--- src/rtl/txn_ctrl_pkg.sv ---
package txn_ctrl_pkg;
  parameter int OP_W  = 3;
  parameter int EVT_W = 3;

  typedef enum logic [OP_W-1:0] {
    OP_NONE   = OP_W'(0),
    OP_RD     = OP_W'(1),
    OP_RDX    = OP_W'(2),
    OP_WR     = OP_W'(3),
    OP_CHECK  = OP_W'(4),
    OP_COMMIT = OP_W'(5),
    OP_ABORT  = OP_W'(6),
    OP_RSVD   = OP_W'(7)
  } txn_op_e;

  typedef struct packed {
    logic acc;
    logic chk;
    logic cmt;
    logic abt;
  } txn_dec_t;
endpackage

--- src/rtl/txn_rst_sync.sv ---
module txn_rst_sync #(
  parameter int STAGES = 2
) (
  input  logic clk,
  input  logic rst_n,
  output logic rst_sync_n
);
  logic [STAGES-1:0] shreg;

  always_ff @(posedge clk or negedge rst_n) begin
    if (!rst_n) shreg <= '0;
    else        shreg <= {shreg[STAGES-2:0], 1'b1};
  end

  assign rst_sync_n = shreg[STAGES-1];
endmodule

--- src/rtl/txn_op_decode.sv ---
module txn_op_decode
  import txn_ctrl_pkg::*;
(
  input  logic            instr_vld,
  input  logic [OP_W-1:0] instr_op,
  output txn_dec_t        dec
);
  always_comb begin
    dec = '0;
    if (instr_vld) begin
      case (txn_op_e'(instr_op))
        OP_RD, OP_RDX, OP_WR: dec.acc = 1'b1;
        OP_CHECK:             dec.chk = 1'b1;
        OP_COMMIT:            dec.cmt = 1'b1;
        OP_ABORT:             dec.abt = 1'b1;
        default:              dec     = '0;
      endcase
    end
  end
endmodule

--- src/rtl/txn_flag_reg.sv ---
module txn_flag_reg
  import txn_ctrl_pkg::*;
(
  input  logic             clk,
  input  logic             rst_n,
  input  txn_dec_t         dec,
  input  logic [EVT_W-1:0] evt,
  output logic             active,
  output logic             alive,
  output logic             kill,
  output logic             live_eff
);
  logic act_nxt, alv_nxt, flag_en;

  // kill events only matter for a live, open transaction
  assign kill     = active & alive & (|evt);
  assign live_eff = alive & ~kill;

  always_comb begin
    act_nxt = active;
    alv_nxt = alive;
    if (kill)                 alv_nxt = 1'b0;
    if (dec.acc)              act_nxt = 1'b1;
    if (dec.chk && !live_eff) begin
      act_nxt = 1'b0;
      alv_nxt = 1'b1;
    end
    if (dec.cmt || dec.abt) begin
      act_nxt = 1'b0;
      alv_nxt = 1'b1;
    end
    flag_en = (act_nxt != active) || (alv_nxt != alive);
  end

  always_ff @(posedge clk or negedge rst_n) begin
    if (!rst_n) begin
      active <= 1'b0;
      alive  <= 1'b1;
    end else if (flag_en) begin
      active <= act_nxt;
      alive  <= alv_nxt;
    end
  end
endmodule

--- src/rtl/txn_resp_gen.sv ---
module txn_resp_gen
  import txn_ctrl_pkg::*;
(
  input  logic     clk,
  input  logic     rst_n,
  input  txn_dec_t dec,
  input  logic     active,
  input  logic     alive,
  input  logic     kill,
  input  logic     live_eff,
  output logic     xfer_go,
  output logic     rslt_vld,
  output logic     rslt_bit,
  output logic     commit_pulse,
  output logic     abort_pulse
);
  logic go_n, rv_n, rb_n, cp_n, ap_n;

  always_comb begin
    go_n = dec.acc & live_eff;
    rv_n = dec.chk | dec.cmt;
    rb_n = (dec.chk | dec.cmt) & live_eff;
    cp_n = dec.cmt & active & live_eff;
    ap_n = kill | (dec.abt & active & alive);
  end

  always_ff @(posedge clk or negedge rst_n) begin
    if (!rst_n) begin
      xfer_go      <= 1'b0;
      rslt_vld     <= 1'b0;
      rslt_bit     <= 1'b0;
      commit_pulse <= 1'b0;
      abort_pulse  <= 1'b0;
    end else begin
      xfer_go      <= go_n;
      rslt_vld     <= rv_n;
      rslt_bit     <= rb_n;
      commit_pulse <= cp_n;
      abort_pulse  <= ap_n;
    end
  end
endmodule

--- src/rtl/txn_state_ctrl.sv ---
module txn_state_ctrl
  import txn_ctrl_pkg::*;
(
  input  logic            clk,
  input  logic            rst_n,
  input  logic            instr_vld,
  input  logic [OP_W-1:0] instr_op,
  input  logic            fill_busy,
  input  logic            intr_req,
  input  logic            tcache_ovf,
  output logic            xfer_go,
  output logic            rslt_vld,
  output logic            rslt_bit,
  output logic            commit_pulse,
  output logic            abort_pulse,
  output logic            txn_active,
  output logic            txn_alive
);
  logic             rst_sync_n;
  txn_dec_t         dec;
  logic [EVT_W-1:0] evt;
  logic             kill, live_eff;

  assign evt = {tcache_ovf, intr_req, fill_busy};

  txn_rst_sync #(.STAGES(2)) u_rst (
    .clk(clk), .rst_n(rst_n), .rst_sync_n(rst_sync_n)
  );

  txn_op_decode u_dec (
    .instr_vld(instr_vld), .instr_op(instr_op), .dec(dec)
  );

  txn_flag_reg u_flags (
    .clk(clk), .rst_n(rst_sync_n), .dec(dec), .evt(evt),
    .active(txn_active), .alive(txn_alive),
    .kill(kill), .live_eff(live_eff)
  );

  txn_resp_gen u_resp (
    .clk(clk), .rst_n(rst_sync_n), .dec(dec),
    .active(txn_active), .alive(txn_alive),
    .kill(kill), .live_eff(live_eff),
    .xfer_go(xfer_go), .rslt_vld(rslt_vld), .rslt_bit(rslt_bit),
    .commit_pulse(commit_pulse), .abort_pulse(abort_pulse)
  );
endmodule

--- config.mk ---
export PLATFORM = sky130hd
export DESIGN_NAME = txn_state_ctrl
export DESIGN_NICKNAME = d
export VERILOG_FILES = /design/src/rtl/txn_ctrl_pkg.sv /design/src/rtl/txn_rst_sync.sv /design/src/rtl/txn_op_decode.sv /design/src/rtl/txn_flag_reg.sv /design/src/rtl/txn_resp_gen.sv /design/src/rtl/txn_state_ctrl.sv
export SDC_FILE = /design/constraint.sdc
export NUM_CORES = 1
export LEC_CHECK = 0
export ABC_AREA = 1
export CORE_AREA = 2 2 39 41
export CTS_BUF_LIST = sky130_fd_sc_hd__clkbuf_4 sky130_fd_sc_hd__clkbuf_8 sky130_fd_sc_hd__clkbuf_16
export DETAILED_ROUTE_END_ITERATION = 8
export DIE_AREA = 0 0 41 43
export REMOVE_ABC_BUFFERS = 1
export SETUP_SLACK_MARGIN = 0.2
export SLEW_MARGIN = 25
export SYNTH_ARGS = -nofsm -noshare
export SYNTH_HDL_FRONTEND = slang
export SYNTH_SLANG_ARGS = --single-unit
--- constraint.sdc ---
create_clock -name clk -period 1.4 [get_ports clk]
set_input_delay 0.28 -clock clk [delete_from_list [all_inputs] [get_ports clk]]
set_output_delay 0.28 -clock clk [all_outputs]
set_load 0.01 [all_outputs]
# [After elaboration in Yosys (flattened, before gate mapping)]
# Cells that the tools add are included.
[classes] n_eq_ne=8 muxes=11 bitwise=12 n_reduce_logical=6
[op_table] op="$mux 1" n=10
[op_table] op="$and 1x1->1" n=9
[op_table] op="$eq 3x3->1 const B" n=3
[op_table] op="$eq 3x2->1 const B" n=2
[op_table] op="$reduce_or 3->1" n=2
[op_table] op="$mux 4" n=1
[op_table] op="$eq 3x1->1 const B" n=1
[op_table] op="$logic_or 1x1->1" n=2
[op_table] op="$ne 1x1->1" n=2
[op_table] op="$or 1x1->1" n=2
[op_table] op="$logic_and 1x1->1" n=1
[op_table] op="$logic_not 1->1" n=1
[op_table] op="$not 1->1" n=1
[totals] regBits=9 in_bits=9 out_inout_bits=7

# [Longest topological paths before layout]
# Gate-level depths: netlist (run 1).
[depth] ltp_word=10 ltp_mapped=6 depth_no_buf=6

# [By module]
# A second synthesis (run 1) with hierarchy kept.
[unflattened] cells_unflattened=47 hier_area_um2=385.4
[by_module_without_submodules] module="txn_resp_gen" instances=1 cells_each=16 area_per_inst_um2=167.7 seq_area_each_um2=125.1
[by_module_without_submodules] module="txn_flag_reg" instances=1 cells_each=15 area_per_inst_um2=115.1 seq_area_each_um2=51.3
[by_module_without_submodules] module="txn_rst_sync" instances=1 cells_each=3 area_per_inst_um2=53.8 seq_area_each_um2=50.0
[by_module_without_submodules] module="txn_op_decode" instances=1 cells_each=13 area_per_inst_um2=48.8 seq_area_each_um2=0.0

# [Worst setup path before layout (run 1)]
# Ideal clock, no wire load.
[synth_path] path_kind="flip-flop to flip-flop" from="register u_flags.alive" to="register u_flags.active" arrival_ps=914 required_ps=1282 setup_slack_ps=368 path_stages_with_launch=6 path_buffers=0 cell_sequence="dfstp_2 -> nand2_1 -> inv_1 -> nand2_1 -> a21oi_1 -> nor2_1"
[synth_between] elab_chain_len=10
[synth_lines] item="start, declared" line_no="txn_flag_reg.sv:9" rtl="output logic alive,"
[synth_lines] item="start signal, assigned" line_no="txn_flag_reg.sv:41" rtl="alive <= alv_nxt;"
[synth_lines] item="$and 1x1->1 (2 in series)" line_no="txn_flag_reg.sv:16" rtl="assign kill = active & alive & (|evt);"
[synth_lines] item="$not 1->1" line_no="txn_flag_reg.sv:17" rtl="assign live_eff = alive & ~kill;"
[synth_lines] item="$and 1x1->1" line_no="txn_flag_reg.sv:17"
[synth_lines] item="$logic_not 1->1" line_no="txn_flag_reg.sv:24" rtl="if (dec.chk && !live_eff) begin"
[synth_lines] item="$logic_and 1x1->1" line_no="txn_flag_reg.sv:24"
[synth_lines] item="$mux 1" line_no="txn_flag_reg.sv:24"
[synth_lines] item="$mux 1" line_no="txn_flag_reg.sv:28" rtl="if (dec.cmt || dec.abt) begin"
[synth_lines] item="$ne 1x1->1" line_no="txn_flag_reg.sv:32" rtl="flag_en = (act_nxt != active) || (alv_nxt != alive);"
[synth_lines] item="$logic_or 1x1->1" line_no="txn_flag_reg.sv:32"
[synth_lines] item="end signal, assigned" line_no="txn_flag_reg.sv:40" rtl="active <= act_nxt;"
[synth_lines] item="end, declared" line_no="txn_flag_reg.sv:8" rtl="output logic active,"
# Parallel ways exist; a longest one is shown, timed or not.
# A chain may end at the register's enable or synchronous reset.

# [Worst setup path in the final report (run 1)]
[layout_path] from="register u_flags.alive" to="output port txn_alive"
[layout_rtl] item="end, declared" line_no="txn_state_ctrl.sv:17" rtl="output logic txn_alive"
# No word-level cell between the ends.

==> results of run 1 <==
[worst reg2reg max path, stage by stage, from the launching register on]
cell	delay [ns]
dfstp_2	0.56
nand2_1	0.11
inv_1	0.07
nand2_1	0.07
a21oi_1	0.13
nor2_1	0.06
[layout make-up]
class | count | share of cell area [%]
Timing Repair Buffer | 15 | 25.4
Multi-Input combinational cell | 26 | 20.7
Sequential cell | 9 | 40.3
Inverter | 7 | 4.68
Clock buffer | 4 | 5.35
Tap cell | 16 | 3.56
[power breakdown]
group / internal (W) / switching, W
registers: 0.000308 / 0.0000279
clock network: 0.000129 / 0.0000878
logic: 0.0000889 / 0.0000892
[flip-flops by register name (all words and copies together) (netlist names)]
signal and flops:
u_flags.active 1, u_flags.alive 1, u_resp.abort_pulse 1, u_resp.commit_pulse 1
u_resp.rslt_bit 1, u_resp.rslt_vld 1, u_resp.xfer_go 1, u_rst.shreg 2
[cell usage after synthesis (all sizes together)]
cell type	n	area share (%)
nand3	3	4.1
nand2	9	9.2
inv	7	7.1
dfstp	1	7.1
nor3	1	2.7
nor2	9	9.2
nand4	1	1.7
a21oi	2	3.7
dfrtp	8	54
conb	1	1.0
[repair_timing]
action	CTS	global route
endpoints found under the setup margin	7	4
pin swaps	0	0
resized for setup	8	7
[per-layer routing]
metal	wire (um)	part of all wire, %	vias up	track usage, %
met1	274	42	137	11.5
met2	284	44	14	14.1
li1	-	-	163	-
met3	50	7.7	5	3.14
met4	42	6.5	0	14.0
met5	0	0	-	0
[metrics by stage]
step / std cells / instance area (sq um) / util, %
after global placement: 73 / 539 / 39.0
after detailed placement: 73 / 539 / 39.0
after CTS: 77 / 562 / 40.6
after floorplan: 42 / 369 / -
final: 77 / 562 / 40.6
after global routing: 77 / 562 / 40.6
[placed cells by master, fill, tap and decap left out, types with 2 or more instances in the layout]
master	n
nand3_1	3
dfrtp_1	8
nand2_1	9
clkdlybuf4s15_1	2
clkdlybuf4s50_1	8
clkbuf_4	4
dlygate4sd2_1	3
inv_1	6
nor2_1	9
[cells by family after synthesis]
logic type,Yosys count
AO/OA/AOI/OAI,2
AND/OR/NAND/NOR,23
buffers and inverters,7
other,1
flip-flops,9
[how the worst min path moves through the flow]
stage | endpoint | cells after the start | startpoint
2_1_floorplan | u_rst.shreg[0] | 0 | rst_n
3_5_place_dp | u_resp.commit_pulse | 0 | u_rst.shreg[1]
5_1_grt | u_resp.xfer_go | 0 | u_rst.shreg[1]
4_1_cts | u_resp.abort_pulse | 0 | u_rst.shreg[1]
6_report | u_resp.rslt_bit | 0 | u_rst.shreg[1]
3_3_place_gp | u_resp.commit_pulse | 0 | u_rst.shreg[1]
==> impl_metrics.xml, run 1 <==
<?xml version="1.0" encoding="UTF-8"?>
<metrics>
  <group name="outcome">
    <metric name="result_of_the_run" unit="">complete, no violations</metric>
  </group>
  <group name="drt">
    <metric name="dr_total_vias" unit="">319</metric>
    <metric name="count_of_nets_left_with_antenna_violations_after_detail_routing" unit="">0</metric>
    <metric name="drt-total-wl" unit="um">651</metric>
    <metric name="drt-pass1-iter-count" unit="">2</metric>
    <metric name="drtIter0Drc" unit="">6</metric>
    <metric name="drt-vias-per-instance" unit="">4.14</metric>
    <metric name="wl_per_cell" unit="um">8.45</metric>
    <metric name="drc" unit="">0</metric>
  </group>
  <group name="logic_synthesis">
    <metric name="syn-mean-instance-area" unit="sq um">8.79</metric>
    <metric name="synth.distinct_cells" unit="">12</metric>
    <metric name="synth-compound-area-share" unit="%">3.73</metric>
    <metric name="synthXorXnorAreaFrac" unit="%">0</metric>
    <metric name="post_synth_inst_count" unit="">42</metric>
    <metric name="synth_fa_ha_area_share" unit="%">0</metric>
    <metric name="synth_top_family_by_area" unit="">simple AND/OR/NAND/NOR gates</metric>
    <metric name="ys_seq_elements" unit="">9</metric>
    <metric name="synth.area.mux_share" unit="%">0</metric>
    <metric name="yosys_warnings" unit="">0</metric>
    <metric name="ys_seq_area_share" unit="%">61.4</metric>
    <metric name="simple_gate_share_of_the_synthesized_area" unit="%">26.8</metric>
    <metric name="synthesis.area" unit="sq um">369</metric>
  </group>
  <group name="final_layout">
    <metric name="drive_gt1_share" unit="%">16.4</metric>
    <metric name="n_antenna_cell" unit="">0</metric>
    <metric name="nFillCells" unit="">154</metric>
    <metric name="flow.area_growth_from_synthesis" unit="%">52.2</metric>
    <metric name="finalNetCount" unit="">71</metric>
    <metric name="layout.area.seq" unit="sq um">226</metric>
    <metric name="multi_input_area" unit="sq um">116</metric>
  </group>
  <group name="timing">
    <metric name="tns" unit="ns">0</metric>
    <metric name="hold-worst-slack" unit="ns">0.109</metric>
    <metric name="final-max-slew-violation-count" unit="">0</metric>
    <metric name="fmaxAchievable" unit="MHz">832</metric>
    <metric name="hold_violations" unit="">0</metric>
    <metric name="finalSetupViolCount" unit="">0</metric>
    <metric name="period_minus_slack" unit="ns">1.20</metric>
    <metric name="grt_setup_unrepaired" unit="">yes</metric>
    <metric name="clock-skew-final" unit="ns">0.00171</metric>
    <metric name="layout_worst_path_cycle_share" unit="%">85.9</metric>
    <metric name="post-route-worst-setup-slack" unit="ns">0.198</metric>
  </group>
  <group name="critical_path">
    <metric name="worst_path_max_delay_cell" unit="">dfstp_2</metric>
    <metric name="critical_path.reg2reg.endpoint" unit="">u_flags.active</metric>
    <metric name="rrSetupSlack" unit="ns">0.30</metric>
    <metric name="crit_path_max_fanout" unit="">4</metric>
    <metric name="critical_path.reg2reg.startpoint" unit="">u_flags.alive</metric>
    <metric name="cp_cell_sequence" unit="">buf_6</metric>
    <metric name="cp_data_required_time" unit="ns">1.12</metric>
    <metric name="arrival" unit="ns">0.92</metric>
    <metric name="timing.critical_path.to_type" unit="">output pin</metric>
    <metric name="critical_path_cell_count" unit="">1</metric>
    <metric name="timing.setup.critical_path_class" unit="">flop to output pin</metric>
    <metric name="path_buf_inv" unit="">1</metric>
    <metric name="reg2reg_depth" unit="">5</metric>
    <metric name="cp-start-kind" unit="">flop</metric>
    <metric name="crit_end" unit="">txn_alive</metric>
    <metric name="cp-startpoint" unit="">u_flags.alive</metric>
    <metric name="critical-path-max-stage-delay" unit="ns">0.56</metric>
    <metric name="critPathTopFamily" unit="">flip-flops</metric>
  </group>
  <group name="floorplan">
    <metric name="die-area" unit="sq um">1760</metric>
    <metric name="ioPinCount" unit="">16</metric>
    <metric name="rows" unit="">14</metric>
    <metric name="floorplan.initialDensity" unit="%">26.7</metric>
    <metric name="chipHeight" unit="um">43</metric>
    <metric name="placeableCoreArea" unit="sq um">1380</metric>
    <metric name="die_w" unit="um">41</metric>
  </group>
  <group name="run">
    <metric name="max_cap_violations" unit="">0</metric>
  </group>
  <group name="cts">
    <metric name="cts.sinks" unit="">9</metric>
    <metric name="cts_tree" unit="">built</metric>
    <metric name="path_clk_slew" unit="ns">0.06</metric>
    <metric name="cts_max_path_buffers" unit="">2</metric>
    <metric name="cts_buffers" unit="">3</metric>
    <metric name="cts_setup_buffers" unit="">0</metric>
    <metric name="total_of_hold_buffers_inserted_after_clock_tree_synthesis" unit="">0</metric>
    <metric name="clock-root-buffer" unit="">clkbuf_4</metric>
    <metric name="cts.htree.levels" unit="">1</metric>
    <metric name="clk-insertion-delay-late" unit="ns">0.26</metric>
  </group>
  <group name="hold_path">
    <metric name="hold_path.class" unit="">flop to async pin</metric>
  </group>
  <group name="place">
    <metric name="number_of_input_and_output_port_buffers_inserted" unit="">15</metric>
    <metric name="gp_congestion" unit="">0.683</metric>
    <metric name="pre_cts_slack" unit="ns">0.0492</metric>
    <metric name="dp.final_hpwl" unit="um">524</metric>
  </group>
  <group name="global_routing">
    <metric name="grt_pass1_vias" unit="">323</metric>
    <metric name="grt_start_max_net_pins" unit="">8</metric>
    <metric name="grt_antenna_before_repair" unit="">0</metric>
    <metric name="grt_first_pass_wirelength" unit="um">1190</metric>
    <metric name="overflow" unit="">0</metric>
    <metric name="grt_usage" unit="%">10.8</metric>
  </group>
  <group name="pwr">
    <metric name="max-vdd-ir-drop" unit="uV">397</metric>
    <metric name="design_power_total" unit="W">0.000731</metric>
    <metric name="static-leakage-power" unit="nW">0.292</metric>
    <metric name="total_power_per_unit_cell_area" unit="nW/um^2">1300</metric>
  </group>
</metrics>
Power figures use the tool's default switching activity.
==> inputs of run 2 (changes only) <==
Settings changed: GPL_ROUTABILITY_DRIVEN from default to 0, MAX_ROUTING_LAYER from default to met4, SETUP_SLACK_MARGIN 0.2 to default.
==> impl_metrics.xml, run 2 (synthesis gave the netlist of run 1 again) <==
<?xml version="1.0" encoding="UTF-8"?>
<metrics>
  <group name="cts">
    <metric name="clock-root-buffer" unit="">clkbuf_4</metric>
    <metric name="cts_tree" unit="">built</metric>
    <metric name="cts_setup_buffers" unit="">0</metric>
    <metric name="total_of_hold_buffers_inserted_after_clock_tree_synthesis" unit="">0</metric>
    <metric name="clk-insertion-delay-late" unit="ns">0.26</metric>
    <metric name="cts_buffers" unit="">3</metric>
    <metric name="cts.htree.levels" unit="">1</metric>
    <metric name="cts_max_path_buffers" unit="">2</metric>
    <metric name="cts.sinks" unit="">9</metric>
    <metric name="path_clk_slew" unit="ns">0.06</metric>
  </group>
  <group name="final_layout">
    <metric name="drive_gt1_share" unit="%">13.1</metric>
    <metric name="nFillCells" unit="">148</metric>
    <metric name="layout.area.seq" unit="sq um">226</metric>
    <metric name="flow.area_growth_from_synthesis" unit="%">56.9</metric>
    <metric name="finalNetCount" unit="">71</metric>
    <metric name="top_register" unit="">u_rst.shreg</metric>
    <metric name="final-instance-count-excl-fill" unit="">77</metric>
    <metric name="final_cell_mix" unit="">nand2_1 (9), nor2_1 (9), clkdlybuf4s50_1 (8), dfrtp_1 (8), inv_1 (6)</metric>
    <metric name="multi_input_area" unit="sq um">116</metric>
    <metric name="n_antenna_cell" unit="">0</metric>
    <metric name="max_reg_flops" unit="">2</metric>
  </group>
  <group name="pwr">
    <metric name="static-leakage-power" unit="nW">0.362</metric>
    <metric name="total_power_per_unit_cell_area" unit="nW/um^2">1250</metric>
    <metric name="max-vdd-ir-drop" unit="uV">397</metric>
    <metric name="design_power_total" unit="W">0.000725</metric>
  </group>
  <group name="critical_path">
    <metric name="cp_data_required_time" unit="ns">1.12</metric>
    <metric name="timing.critical_path.to_type" unit="">output pin</metric>
    <metric name="worst_path_max_delay_cell" unit="">dfstp_2</metric>
    <metric name="crit_path_max_fanout" unit="">4</metric>
    <metric name="critical-path-max-stage-delay" unit="ns">0.55</metric>
    <metric name="critPathTopFamily" unit="">flip-flops</metric>
    <metric name="cp_cell_sequence" unit="">dlygate4sd2_1</metric>
    <metric name="arrival" unit="ns">1.07</metric>
    <metric name="timing.setup.critical_path_class" unit="">flop to output pin</metric>
    <metric name="cp-start-kind" unit="">flop</metric>
    <metric name="path_buf_inv" unit="">1</metric>
  </group>
  <group name="drt">
    <metric name="wl_per_cell" unit="um">8.53</metric>
    <metric name="count_of_nets_left_with_antenna_violations_after_detail_routing" unit="">0</metric>
    <metric name="drtIter0Drc" unit="">6</metric>
    <metric name="drc" unit="">0</metric>
    <metric name="drt-vias-per-instance" unit="">4.14</metric>
    <metric name="dr_total_vias" unit="">319</metric>
    <metric name="drt-total-wl" unit="um">657</metric>
    <metric name="drt-pass1-iter-count" unit="">2</metric>
  </group>
  <group name="global_routing">
    <metric name="overflow" unit="">0</metric>
    <metric name="grt_pass1_vias" unit="">317</metric>
    <metric name="grt_antenna_before_repair" unit="">0</metric>
    <metric name="grt_start_max_net_pins" unit="">8</metric>
    <metric name="grt_first_pass_wirelength" unit="um">1170</metric>
    <metric name="grt_usage" unit="%">11.0</metric>
  </group>
  <group name="timing">
    <metric name="grt_setup_unrepaired" unit="">no</metric>
    <metric name="layout_worst_path_cycle_share" unit="%">96.5</metric>
    <metric name="hold-worst-slack" unit="ns">0.109</metric>
    <metric name="clock-skew-final" unit="ns">0.00170</metric>
    <metric name="hold_violations" unit="">0</metric>
    <metric name="fmaxAchievable" unit="MHz">740</metric>
    <metric name="finalSetupViolCount" unit="">0</metric>
    <metric name="final-max-slew-violation-count" unit="">0</metric>
    <metric name="period_minus_slack" unit="ns">1.35</metric>
    <metric name="tns" unit="ns">0</metric>
  </group>
  <group name="floorplan">
    <metric name="rows" unit="">14</metric>
    <metric name="die-area" unit="sq um">1760</metric>
    <metric name="floorplan.initialDensity" unit="%">26.7</metric>
    <metric name="ioPinCount" unit="">16</metric>
    <metric name="placeableCoreArea" unit="sq um">1380</metric>
    <metric name="chipHeight" unit="um">43</metric>
    <metric name="die_w" unit="um">41</metric>
  </group>
  <group name="hold_path">
    <metric name="hold_path.class" unit="">flop to async pin</metric>
  </group>
  <group name="place">
    <metric name="dp.final_hpwl" unit="um">524</metric>
    <metric name="dp_cells" unit="">73</metric>
    <metric name="number_of_input_and_output_port_buffers_inserted" unit="">15</metric>
  </group>
  <group name="outcome">
    <metric name="result_of_the_run" unit="">complete, no violations</metric>
  </group>
  <group name="run">
    <metric name="max_cap_violations" unit="">0</metric>
  </group>
</metrics>
run 2: cell types whose count changed in the layout (fill, tap and decap cells not counted):
| cell | previous run | this run |
|---|---|---|
| dlymetal6s2s_1 | 0 | 5 |
| clkdlybuf4s15_1 | 2 | 0 |
| buf_6 | 1 | 0 |
| clkbuf_2 | 1 | 0 |
| dlygate4sd2_1 | 3 | 2 |
run 2: timing repair:
item | in CTS | in global routing
gates cloned | 0 | 0
gates resized for setup | 2 | 5
pin swaps | 0 | 0
setup endpoints to repair | 2 | 5
run 2: area by class of cell:
type	instances	area share, %
Clock buffer	4	5.18
Inverter	7	4.54
Multi-Input combinational cell	26	20.1
Sequential cell	9	39.1
Tap cell	16	3.46
Timing Repair Buffer	15	27.6
run 2: worst paths after layout:
check | from | end | slack (ns) | depth (start not counted)
hold / removal | u_rst.shreg[1] | u_resp.rslt_bit | 0.11 | 0
max in group asynchronous | u_rst.shreg[1] | u_flags.alive | 1.02 | 0
hold reg to reg | u_rst.shreg[1] | u_resp.rslt_bit | 0.11 | 0
setup / recovery | u_flags.alive | txn_alive | 0.05 | 1
setup reg to reg | u_flags.alive | u_flags.active | 0.32 | 5
min in group clk | u_rst.shreg[0] | u_rst.shreg[1] | 0.36 | 0
run 2: stage by stage:
step                      util [%]  cell area (sq um)  worst slack (ns)
after floorplan                  -                369             0.368
after global placement        39.0                539            0.0594
after detailed placement      39.0                539            0.0492
after CTS                     41.0                567           0.00408
after global routing          41.9                579          0.000695
final                         41.9                579            0.0487
run 2: per-layer routing:
layer  vias to the layer above  GRT usage (%)  wire length [um]
li1                        163              -                 -
met1                       137           11.5               277
met2                        14           13.8               284
met3                         5           3.14                53
met4                         0           14.0                42
met5                         -              -                 0
run 2: where the power goes:
part	internal (W)	total (W)	switching, W
combinational	0.0000863	0.000176	0.0000893
sequential	0.000308	0.000332	0.0000243
clock	0.000129	0.000217	0.0000879
